## src/rtl/lnk_seq_pkg.sv

```systemverilog
package lnk_seq_pkg;
  localparam int SPD_W = 3;
  localparam int PWR_W = 2;
  localparam logic [SPD_W-1:0] MASK_SLOW = SPD_W'(1);
  localparam logic [SPD_W-1:0] MASK_ALL  = {SPD_W{1'b1}};
  localparam logic [PWR_W-1:0] PWR_ACTIVE = '0;

  typedef enum logic [2:0] {
    ST_OFF, ST_PASS, ST_NARROW, ST_WIDE, ST_LINKED
  } seqState_t;

  typedef struct packed {
    logic goOff;
    logic goPass;
    logic goNarrow;
    logic goWide;
    logic restart;
  } seqStrb_t;
endpackage

```

## src/rtl/lnk_seq_ctrl.sv

```systemverilog
module lnk_seq_ctrl
  import lnk_seq_pkg::*;
(
  input  logic             clk,
  input  logic             rstN,
  input  logic             cfgLowPwrInit,
  input  logic             swWr,
  input  logic             swData,
  input  logic [PWR_W-1:0] pwrState,
  input  logic             needAny,
  input  logic             stopRetry,
  input  logic             negDone,
  input  logic             negFail,
  input  logic             linkLost,
  output seqStrb_t         strb
);
  seqState_t        stateQ, stateD;
  logic             lowPwrEn, lowPwrEff;
  logic             lpModeQ, lpMode, nonAct;
  logic [PWR_W-1:0] pwrQ;

  assign nonAct    = (pwrState != PWR_ACTIVE);
  assign lowPwrEff = swWr ? swData : lowPwrEn;
  assign lpMode    = nonAct && lowPwrEff && needAny;

  always_comb begin
    stateD = stateQ;
    strb   = '0;
    if (nonAct && !needAny) begin
      stateD = ST_OFF;
      strb.goOff = 1'b1;
    end else if (!(nonAct && lowPwrEff)) begin
      stateD = ST_PASS;
      strb.goPass = 1'b1;
    end else if (!lpModeQ || pwrState != pwrQ) begin
      stateD = ST_NARROW;
      strb.goNarrow = 1'b1;
      strb.restart = 1'b1;
    end else begin
      unique case (stateQ)
        ST_NARROW: begin
          if (negDone) stateD = ST_LINKED;
          else if (negFail && !stopRetry) begin
            stateD = ST_WIDE;
            strb.goWide = 1'b1;
            strb.restart = 1'b1;
          end
        end
        ST_WIDE: begin
          if (negDone) stateD = ST_LINKED;
          else if (negFail && !stopRetry) strb.restart = 1'b1;
        end
        ST_LINKED: begin
          if (linkLost) begin
            stateD = ST_NARROW;
            strb.goNarrow = 1'b1;
            strb.restart = 1'b1;
          end
        end
        default: begin
          stateD = ST_NARROW;
          strb.goNarrow = 1'b1;
          strb.restart = 1'b1;
        end
      endcase
    end
  end

  always_ff @(posedge clk) begin
    if (!rstN) begin
      stateQ   <= ST_OFF;
      lpModeQ  <= 1'b0;
      pwrQ     <= PWR_ACTIVE;
      lowPwrEn <= cfgLowPwrInit;
    end else begin
      stateQ   <= stateD;
      lpModeQ  <= lpMode;
      pwrQ     <= pwrState;
      lowPwrEn <= lowPwrEff;
    end
  end

  // stop input suppresses every retry once in a settled low-power mode
  assert_no_retry_R5: assert property (@(posedge clk) disable iff (!rstN)
    (stopRetry && !linkLost && lpMode && lpModeQ && pwrState == pwrQ) |-> !strb.restart);

  // once linked, nothing but link loss or a mode change leaves that state
  assert_hold_link_R6: assert property (@(posedge clk) disable iff (!rstN)
    (stateQ == ST_LINKED && lpMode && lpModeQ && pwrState == pwrQ && !linkLost)
      |=> stateQ == ST_LINKED);
endmodule

```

## src/rtl/lnk_seq_dp.sv

```systemverilog
module lnk_seq_dp
  import lnk_seq_pkg::*;
(
  input  logic             clk,
  input  logic             rstN,
  input  seqStrb_t         strb,
  input  logic [SPD_W-1:0] userAdv,
  input  logic             energyIn,
  output logic [SPD_W-1:0] advMask,
  output logic             restartNeg,
  output logic             parDetEn,
  output logic             mdixEn,
  output logic             phyEnable,
  output logic             energyDet
);
  always_ff @(posedge clk) begin
    if (!rstN) begin
      advMask    <= '0;
      restartNeg <= 1'b0;
      parDetEn   <= 1'b0;
      mdixEn     <= 1'b0;
      phyEnable  <= 1'b0;
      energyDet  <= 1'b0;
    end else begin
      restartNeg <= strb.restart;
      energyDet  <= energyIn;
      if (strb.goOff) begin
        advMask <= '0; parDetEn <= 1'b0; mdixEn <= 1'b0; phyEnable <= 1'b0;
      end else if (strb.goPass) begin
        advMask <= userAdv; parDetEn <= 1'b1; mdixEn <= 1'b1; phyEnable <= 1'b1;
      end else if (strb.goNarrow) begin
        advMask <= MASK_SLOW; parDetEn <= 1'b0; mdixEn <= 1'b1; phyEnable <= 1'b1;
      end else if (strb.goWide) begin
        advMask <= MASK_ALL; parDetEn <= 1'b1; mdixEn <= 1'b0; phyEnable <= 1'b1;
      end
    end
  end

  // widening step always opens parallel detect and closes crossover resolve
  assert_widen_R3: assert property (@(posedge clk) disable iff (!rstN)
    strb.goWide |=> (parDetEn && !mdixEn && advMask == MASK_ALL));
endmodule

```

## src/rtl/lnk_speed_seq.sv

```systemverilog
module lnk_speed_seq
  import lnk_seq_pkg::*;
(
  input  logic             clk,
  input  logic             rstN,
  input  logic             cfgLowPwrInit,
  input  logic             swWr,
  input  logic             swData,
  input  logic [PWR_W-1:0] pwrState,
  input  logic             needMng,
  input  logic             needWake,
  input  logic             needPme,
  input  logic             stopRetry,
  input  logic             negDone,
  input  logic             negFail,
  input  logic             linkLost,
  input  logic [SPD_W-1:0] userAdv,
  input  logic             energyIn,
  output logic [SPD_W-1:0] advMask,
  output logic             restartNeg,
  output logic             parDetEn,
  output logic             mdixEn,
  output logic             phyEnable,
  output logic             energyDet
);
  seqStrb_t strb;
  logic     needAny;

  assign needAny = needMng | needWake | needPme;

  lnk_seq_ctrl u_ctrl (
    .clk(clk), .rstN(rstN), .cfgLowPwrInit(cfgLowPwrInit), .swWr(swWr),
    .swData(swData), .pwrState(pwrState), .needAny(needAny),
    .stopRetry(stopRetry), .negDone(negDone), .negFail(negFail),
    .linkLost(linkLost), .strb(strb)
  );

  lnk_seq_dp u_dp (
    .clk(clk), .rstN(rstN), .strb(strb), .userAdv(userAdv), .energyIn(energyIn),
    .advMask(advMask), .restartNeg(restartNeg), .parDetEn(parDetEn),
    .mdixEn(mdixEn), .phyEnable(phyEnable), .energyDet(energyDet)
  );

  // a restart only ever goes out with the slow-only or all-speeds offer
  assert_restart_mask_R2: assert property (@(posedge clk) disable iff (!rstN)
    restartNeg |-> (advMask == MASK_SLOW || advMask == MASK_ALL));

  // fully active state mirrors the user offer one edge later
  assert_pass_user_R9: assert property (@(posedge clk) disable iff (!rstN)
    (pwrState == PWR_ACTIVE) |=> advMask == $past(userAdv));

  // unneeded non-active state shuts the PHY
  assert_off_R10: assert property (@(posedge clk) disable iff (!rstN)
    (pwrState != PWR_ACTIVE && !needAny) |=> (!phyEnable && advMask == '0));
endmodule

```

## config.mk

```make
export PLATFORM = sky130hd
export DESIGN_NAME = lnk_speed_seq
export DESIGN_NICKNAME = d
export VERILOG_FILES = /design/src/rtl/lnk_seq_pkg.sv /design/src/rtl/lnk_seq_ctrl.sv /design/src/rtl/lnk_seq_dp.sv /design/src/rtl/lnk_speed_seq.sv
export SDC_FILE = /design/constraint.sdc
export NUM_CORES = 1
export LEC_CHECK = 0
export ABC_AREA = 1
export ABC_CLOCK_PERIOD_IN_PS = 3100
export BUFFER_PORTS_ARGS = -buffer_cell sky130_fd_sc_hd__clkbuf_2
export CORE_ASPECT_RATIO = 1.4
export CORE_UTILIZATION = 35
export CTS_CLUSTER_DIAMETER = 120
export CTS_CLUSTER_SIZE = 24
export DETAILED_ROUTE_END_ITERATION = 10
export PLACE_DENSITY = 0.69
export SKIP_LAST_GASP = 1
export SYNTH_ARGS = -nofsm -noshare
export SYNTH_HDL_FRONTEND = slang
export SYNTH_SLANG_ARGS = --single-unit
```

## constraint.sdc

```tcl
create_clock -name clk -period 3.1 [get_ports clk]
set_input_delay 0.155 -clock clk [delete_from_list [all_inputs] [get_ports clk]]
set_output_delay 0.155 -clock clk [all_outputs]
set_load 0.03 [all_outputs]
```

# After elaboration in Yosys (flattened, before gate mapping)
# Index checks and enable logic that the tools add are counted.
# totals
reg_bits	15
elab_cells	82
out_inout_bits	8
input_bits	18
# classes
bitwise	4
eq_ne	13
reduce_logical	18
muxes	35
# ops
operator	n
$mux 3	8
$mux 1	20
$ne 3x2->1 const B	3
$pmux 3 s3	1
$reduce_and 3->1	3
$ne 4x4->1 const B	2
$eq 3x2->1 const B	2
$mux 2	3
$reduce_or 2->1	3
$ne 5x5->1 const B	1
$logic_and 1x1->1	4
$mux 4	1
$ne 2x2->1 const B	2
$ne 4x2->1 const B	1
$reduce_or 4->1	1
$eq 3x3->1 const B	1
$logic_not 1->1	3
$pmux 1 s3	1
$reduce_bool 3->1	1
$reduce_or 3->1	1
$ne 2x2->1	1
$not 1->1	2
$or 1x1->1	2
$pmux 1 s2	1
2 further kinds	2

# Longest topological paths before layout
# Gate-level depths: netlist of the first run.
# logic_depth
depth_word	11
mapped_depth	10
mapped_depth_nobuf	10

# By module
# A second synthesis of the first run with hierarchy kept.
# unflattened
cells_unflattened	119
area_unflattened_um2	820.8
# by_module_without_submodules
module	area_each_um2	seq_area_each_um2	cells_per_inst	instances
lnk_seq_ctrl	500.5	140.1	76	1
lnk_seq_dp	309.0	160.2	40	1
lnk_speed_seq	11.3	0.0	3	1

# Worst setup path before layout of the first run
# No wires, ideal clock.
# synth_path
path_type	reg-to-reg
startpoint	reg u_ctrl.pwrQ[1]
endpoint	reg u_dp.advMask[0]
stages_incl_launch_ff	10
arrival_time_ns	0.976
period_less_slack_ns	1.093
setup_ns	0.117
n_path_buf	0
setup_slack_ns	2.007
path_cell_list	dfxtp_1 > inv_1 > nand2_1 > nand2_2 > nor2_4 > nand2_2 > nand2_4 > nand3_2 > nor2_1 > nor2_1
# synth_between
elab_chain_len	7
word_cells_on_any_way	9
# synth_rtl
item	line	source
start, declared	lnk_seq_ctrl.sv:20	logic [PWR_W-1:0] pwrQ;
start signal, assigned	lnk_seq_ctrl.sv:78	pwrQ <= pwrState;
$ne 2x2->1 *	lnk_seq_ctrl.sv:35	end else if (!lpModeQ || pwrState != pwrQ) begin
$logic_or 1x1->1 *	lnk_seq_ctrl.sv:35	
$mux 1	lnk_seq_ctrl.sv:35	
$mux 3 *	lnk_seq_ctrl.sv:32	end else if (!(nonAct && lowPwrEff)) begin
$mux 4 *	lnk_seq_ctrl.sv:29	if (nonAct && !needAny) begin
$mux 3	lnk_seq_dp.sv:31	end else if (strb.goNarrow) begin
$mux 3	lnk_seq_dp.sv:29	end else if (strb.goPass) begin
end signal, assigned	lnk_seq_dp.sv:28	advMask <= '0; parDetEn <= 1'b0; mdixEn <= 1'b0; phyEnable <= 1'b0;
end signal, assigned	lnk_seq_dp.sv:30	advMask <= userAdv; parDetEn <= 1'b1; mdixEn <= 1'b1; phyEnable <= 1'b1;
end signal, assigned	lnk_seq_dp.sv:32	advMask <= MASK_SLOW; parDetEn <= 1'b0; mdixEn <= 1'b1; phyEnable <= 1'b1;
end, declared	lnk_seq_dp.sv:9	output logic [SPD_W-1:0] advMask,
# Every way passes the cells marked *; elsewhere a longest branch is shown, timed or not.
# A chain may end at the register's enable or synchronous reset.

# Worst setup path in the final report of the first run
# layout_path
startpoint	reg u_ctrl.pwrQ[0]
endpoint	reg u_dp.mdixEn
# layout_between
elab_chain_len	7
word_cells_on_any_way	9
# layout_rtl
item	line	source
$ne 2x2->1 *	lnk_seq_ctrl.sv:35	
$logic_or 1x1->1 *	lnk_seq_ctrl.sv:35	
$mux 1	lnk_seq_ctrl.sv:35	
$mux 3 *	lnk_seq_ctrl.sv:32	
$mux 4 *	lnk_seq_ctrl.sv:29	
$mux 1	lnk_seq_dp.sv:31	
$mux 1	lnk_seq_dp.sv:29	
end signal, assigned	lnk_seq_dp.sv:28	
end signal, assigned	lnk_seq_dp.sv:30	
end signal, assigned	lnk_seq_dp.sv:32	
end, declared	lnk_seq_dp.sv:12	output logic mdixEn,
# Marked as above.

==> flow_summary.toml, run 1 <==
[floorplan]
floorplan.io_pins = 26
die_width_um = 40.09
coreArea_um2 = 1824
initial_utilization = 0.3896
dieHeight_um = 55.32
floorplan.die_area_um2 = 2217
floorplan.rows = 18

[critical_path]
arr_time_crit_path_ns = 1.38
timing.critical_path.buf_inv = 1
timing.critical_path.to_type = "flop"
cp_cell_sequence = "inv_1 -> a21oi_1 -> nand3_1 -> nor2_1 -> nand2_2 -> a21oi_1 -> nor2_1"
crit-reg2reg-launch = "u_ctrl.pwrQ[0]"
critical-path-max-stage-delay_ns = 0.36
crit_path_max_fanout = 3
critPathSlowestCell = "dfxtp_1"
critical_path_required_ns = 3.27
worst-r2r-cell-count = 7
cp_top_family = "simple AND/OR/NAND/NOR gates"
path_class = "reg -> reg"
rrSetupSlack_ns = 1.90
timing.rr.end = "u_dp.mdixEn"
setup.worst_path.start_class = "flop"

[synth]
synth.avg_cell_area_um2 = 6.768
mapped_nets = 123
postSynth.asyncResetShare = 0
yosys_register_bits = 15
syn-instance-count = 105
yosys.cell_count.top_type = "nand2_1"
seq_area_frac_synth = 0.4225
synthFlopType = "dfxtp_1"
post_synth_most_frequent_cells = "nand2_1, nor2_1, dfxtp_1, inv_1, nand2_2"
synth-warning-count = 0
synth_edf_count = 0
ys_top_cells_by_area = "dfxtp_1, nand2_1, nor2_1, inv_1, nand2_2"
synth.largest_area_cell = "dfxtp_1"
synth_top_area_frac = 0.4225
synthesis.area_um2 = 710.7
synth.lib_cells_used.distinct = 18

[routing]
vias_per_cell = 4.500
drt_iter0_markers = 13
remaining_drc_errors = 0
antenna_left = 0
drt-pass1-iter-count = 4
dr_total_vias = 693
routed_wl_mm = 1.335
wl_per_cell_um = 8.669

[worst_hold_path]
worst_hold_path_type = "in -> reg"
timing.hold.worst.start = "energyIn"
holdPathStages = 3
hold_path_sink = "u_dp.energyDet"

[clock_network]
clock_tree.root_cell = "clkbuf_4"
clock_path_buffers = 2
postCtsHoldBufs = 0
cts_inserted_buffers = 3
clock_tree_from_tritoncts = "yes"
post-cts-setup-buffers = 0
insertion_delay_ns = 0.27
clkTransAtPathRegs_ns = 0.08
numClockSinks = 15
cts_resized = 0
ctsHtreeMaxLevel = 1

[timing]
max-slew-margin-rel = 0.8527
rsz0062_at_grt = "no"
achievable_frequency_mhz = 830.3
max_slew.worst_pin.slew_ns = 0.2192
finalCriticalPeriod_ns = 1.204
timing_hold_violations_final = 0
setup_tns_ns = 0
finalClockSkew_ns = 0.002337
timing.hold.ws_ns = 0.06105
min_period_over_period = 0.3885
final-max-slew-violation-count = 0
setup-violations-final = 0

[power]
p_per_area_nw_per_um2 = 466.2
p_total_uw = 413.6
p_leak_nw = 0.5069
worst_ir_drop_vdd_uv = 332.9

[layout]
final_nets = 153
antenna_cells = 0
largest_registers_in_the_final_layout = "u_ctrl.stateQ (3), u_dp.advMask (3), u_ctrl.pwrQ (2)"
post-route-util = 0.4863
layout-drive-gt1-share = 0.3134
area.growth.synth_to_final_pct = 24.82

[grt]
grt_antenna_before_repair = 0
grt_pass1_wl_mm = 2.359
grt_start_max_net_pins = 9
global_route.overflow_total = 0
track_usage = 0.1459
grt_pass1_vias = 623

[placed_design]
place.port_buffers = 25
dp_hpwl_mm = 1.130
gp_congestion = 0.7461

[flow_run]
cap_viol_max_count = 0

[status]
outcome = "completed"
[cells in the final DEF (no fill, tap or decap)]
master	instances
nand2_2	7
nand3_1	1
nor2_2	1
dfxtp_1	15
clkbuf_2	25
nand3b_1	1
a21oi_1	6
o21ai_1	1
and3_1	1
o2111ai_1	1
o21ai_0	2
nor2_4	1
nand2_1	28
nand2_4	1
clkbuf_4	3
inv_2	2
nand3_2	2
nor3_1	1
inv_1	15
clkbuf_1	1
nor2_1	19
[final cells by class]
cell class	count	area, um^2
clock buffers	4	26.28
fillers	189	937.1
inverters	17	63.81
flip-flops and latches	15	300.3
multi-input cells	73	346.6
repair buffers	25	125.1
well taps	20	25.02
[stage by stage]
stage,instance area (um^2),setup WS [ns],instances
floorplan,710.7,2.007,105
global placement,860.8,1.924,150
detailed placement,860.8,1.913,150
CTS,887.1,1.898,154
global route,887.1,1.772,154
finish,887.1,1.896,154
[routing by layer]
| metal | routed length, um | vias to the layer above | part of all wire | global-route usage |
|---|---|---|---|---|
| li1 | - | 375 | - | - |
| met1 | 598 | 294 | 0.45 | 0.1841 |
| met2 | 641 | 19 | 0.48 | 0.2235 |
| met3 | 65 | 5 | 0.049 | 0.02811 |
| met4 | 29 | 0 | 0.022 | 0.07389 |
| met5 | 0 | - | 0 | 0 |
[cells by family after synthesis]
family	after synthesis	share of synthesized area
AND/OR/NAND/NOR	63	0.4120
buffers and inverters	17	0.08979
flip-flops	15	0.4225
AO/OA/AOI/OAI	10	0.07570
[worst max path at each step]
stage                           end             from  cells past startpoint  slack [ns]
finish                  u_dp.mdixEn   u_ctrl.pwrQ[0]                      7        1.90
global placement        u_dp.mdixEn  u_ctrl.lowPwrEn                      7        1.92
global route        u_dp.advMask[2]   u_ctrl.pwrQ[0]                      9        1.77
detailed placement      u_dp.mdixEn  u_ctrl.lowPwrEn                      7        1.91
floorplan           u_dp.advMask[0]   u_ctrl.pwrQ[1]                      9        2.01
CTS                     u_dp.mdixEn  u_ctrl.lowPwrEn                      7        1.90
[worst register-to-register path, cell delays in order, from the launching register on]
cell and delay, ns:
dfxtp_1 0.36, inv_1 0.06, a21oi_1 0.13, nand3_1 0.10
nor2_1 0.16, nand2_2 0.10, a21oi_1 0.15, nor2_1 0.05
[power by group]
group | switching, mW | leakage, nW | internal (mW)
logic | 0.0594 | 0.367 | 0.0315
clock network | 0.0577 | 0.0150 | 0.0499
registers | 0.00759 | 0.125 | 0.208
Power figures use the tool's default switching activity.
==> run 2, diff against run 1 <==
- ABC_CLOCK_PERIOD_IN_PS: 3100 -> 1120
- clock period: 3.1 -> 1.12 ns (I/O delays scaled with it)
==> flow_summary.toml, run 2 (synthesized netlist as in run 1, its figures left out) <==
[timing]
finalClockSkew_ns = 0.004777
setup-violations-final = 5
final-max-slew-violation-count = 0
max-slew-margin-rel = 0.7628
min_period_over_period = 1.056
postLayoutSetupSlackWorst_ns = -0.06251
achievable_frequency_mhz = 845.7
finalCriticalPeriod_ns = 1.183
timing_hold_violations_final = 0
setup_tns_ns = -0.1816
max_slew.worst_pin.slew_ns = 0.3531
rsz0062_at_grt = "yes"

[layout]
final_nets = 159
antenna_cells = 0
largest_registers_in_the_final_layout = "u_ctrl.stateQ (3), u_dp.advMask (3), u_ctrl.pwrQ (2)"
post-route-util = 0.5686
area.growth.synth_to_final_pct = 45.95
fill_cells = 169
finalInstanceArea_um2 = 1037
layout_commonest_cell = "clkbuf_2"
layout-drive-gt1-share = 0.4929
mostFrequentLayoutCells = "clkbuf_2, nand2_1, nor2_1"

[clock_network]
ctsHtreeMaxLevel = 1
clock_tree.root_cell = "clkbuf_4"
clock_tree_from_tritoncts = "yes"
numClockSinks = 15
clock_path_buffers = 2
cts_inserted_buffers = 3
insertion_delay_ns = 0.29
clkTransAtPathRegs_ns = 0.09

[grt]
global_route.overflow_total = 0
grt_antenna_before_repair = 0
track_usage = 0.1607
grt_pass1_wl_mm = 2.580
grt_pass1_vias = 683
grt_start_max_net_pins = 10

[critical_path]
path_class = "reg -> reg"
critical_path_required_ns = 1.31
critical-path-max-stage-delay_ns = 0.33
cp.depth = 9
crit_path_max_fanout = 4
setup.worst_path.start_class = "flop"
cp_top_family = "simple AND/OR/NAND/NOR gates"
worst-r2r-cell-count = 9
timing.critical_path.mode_cell = "nand2_4"
timing.critical_path.to_type = "flop"
arr_time_crit_path_ns = 1.38
cp_cell_sequence = "inv_2 -> o21ai_4 -> nand2_4 -> nor2_4 -> nand2_4 -> nand2_4 -> nand2_2 -> nand2_2 -> nor2_1"
timing.critical_path.buf_inv = 1
critPathSlowestCell = "dfxtp_2"

[power]
p_per_area_nw_per_um2 = 1182
p_total_mw = 1.226
worst_ir_drop_vdd_uv = 733.6
p_leak_nw = 0.5677

[placed_design]
gp_congestion = 0.7510
dp_hpwl_mm = 1.179
post-place-ws_ns = -0.08610
placed_area_um2 = 883.3
place.port_buffers = 25

[routing]
wl_per_cell_um = 10.06
drt-pass1-iter-count = 5
antenna_left = 0
vias_per_cell = 4.694
remaining_drc_errors = 0
dr_total_vias = 751
drt_iter0_markers = 9
routed_wl_mm = 1.609

[floorplan]
die_width_um = 40.09
floorplan.rows = 18
coreArea_um2 = 1824
initial_utilization = 0.3896
floorplan.io_pins = 26
dieHeight_um = 55.32
floorplan.die_area_um2 = 2217

[status]
outcome = "finished, violations left"
violations_in_the_final_reports = "setup timing"

[flow_run]
cap_viol_max_count = 0

[worst_hold_path]
holdPathStages = 3
worst_hold_path_type = "in -> reg"
-- run 2: power by group --
part | internal, mW | switching (mW)
clock network | 0.133 | 0.182
registers | 0.577 | 0.0242
logic | 0.113 | 0.198
total | 0.822 | 0.404
-- run 2: path summary, 6_finish.rpt --
check,startpoint,end,slack (ns)
min reg2reg,u_dp.advMask[0],u_dp.advMask[0],0.50
min,pwrState[1],u_ctrl.pwrQ[1],0.01
max reg2reg,u_ctrl.lowPwrEn,u_dp.advMask[1],-0.06
max,u_ctrl.lowPwrEn,u_dp.advMask[1],-0.06
-- run 2: routing by layer --
| metal | global-route usage | vias up | routed length (um) |
|---|---|---|---|
| met5 | 0 | - | 0 |
| met4 | 0.05911 | 0 | 35 |
| met3 | 0.02811 | 5 | 78 |
| met2 | 0.2811 | 21 | 907 |
| met1 | 0.1774 | 335 | 588 |
| li1 | - | 390 | - |
-- run 2: timing repair --
action | CTS | global route
hold buffers | 2 | 0
cloned | 0 | 0
endpoints found under the setup margin | 6 | 9
hold endpoints to repair | 2 | 0
resized for setup | 12 | 19
pin swaps | 5 | 14
setup buffers | 1 | 0
-- run 2: cell type report --
type	instances	area, um^2	area share
timing repair buffer	31	178.9	0.1725
inverter	17	63.81	0.06152
sequential	15	305.3	0.2943
tap	20	25.02	0.02413
clock buffer	3	22.52	0.02171
clock inverter	1	5.005	0.004825
multi-input combinational	73	436.7	0.4210
-- run 2: per-stage QoR --
step                cells  hold slack [ns]
CTS                   160         0.001012
finish                160          0.01043
global route          160          0.04102
floorplan             105           0.1495
global placement      153           0.2490
detailed placement    153           0.2506
-- run 2: tightest hold or removal path, cell delays in order --
cell and delay, ns:
clkbuf_2 0.12, nand2_1 0.06, inv_1 0.03
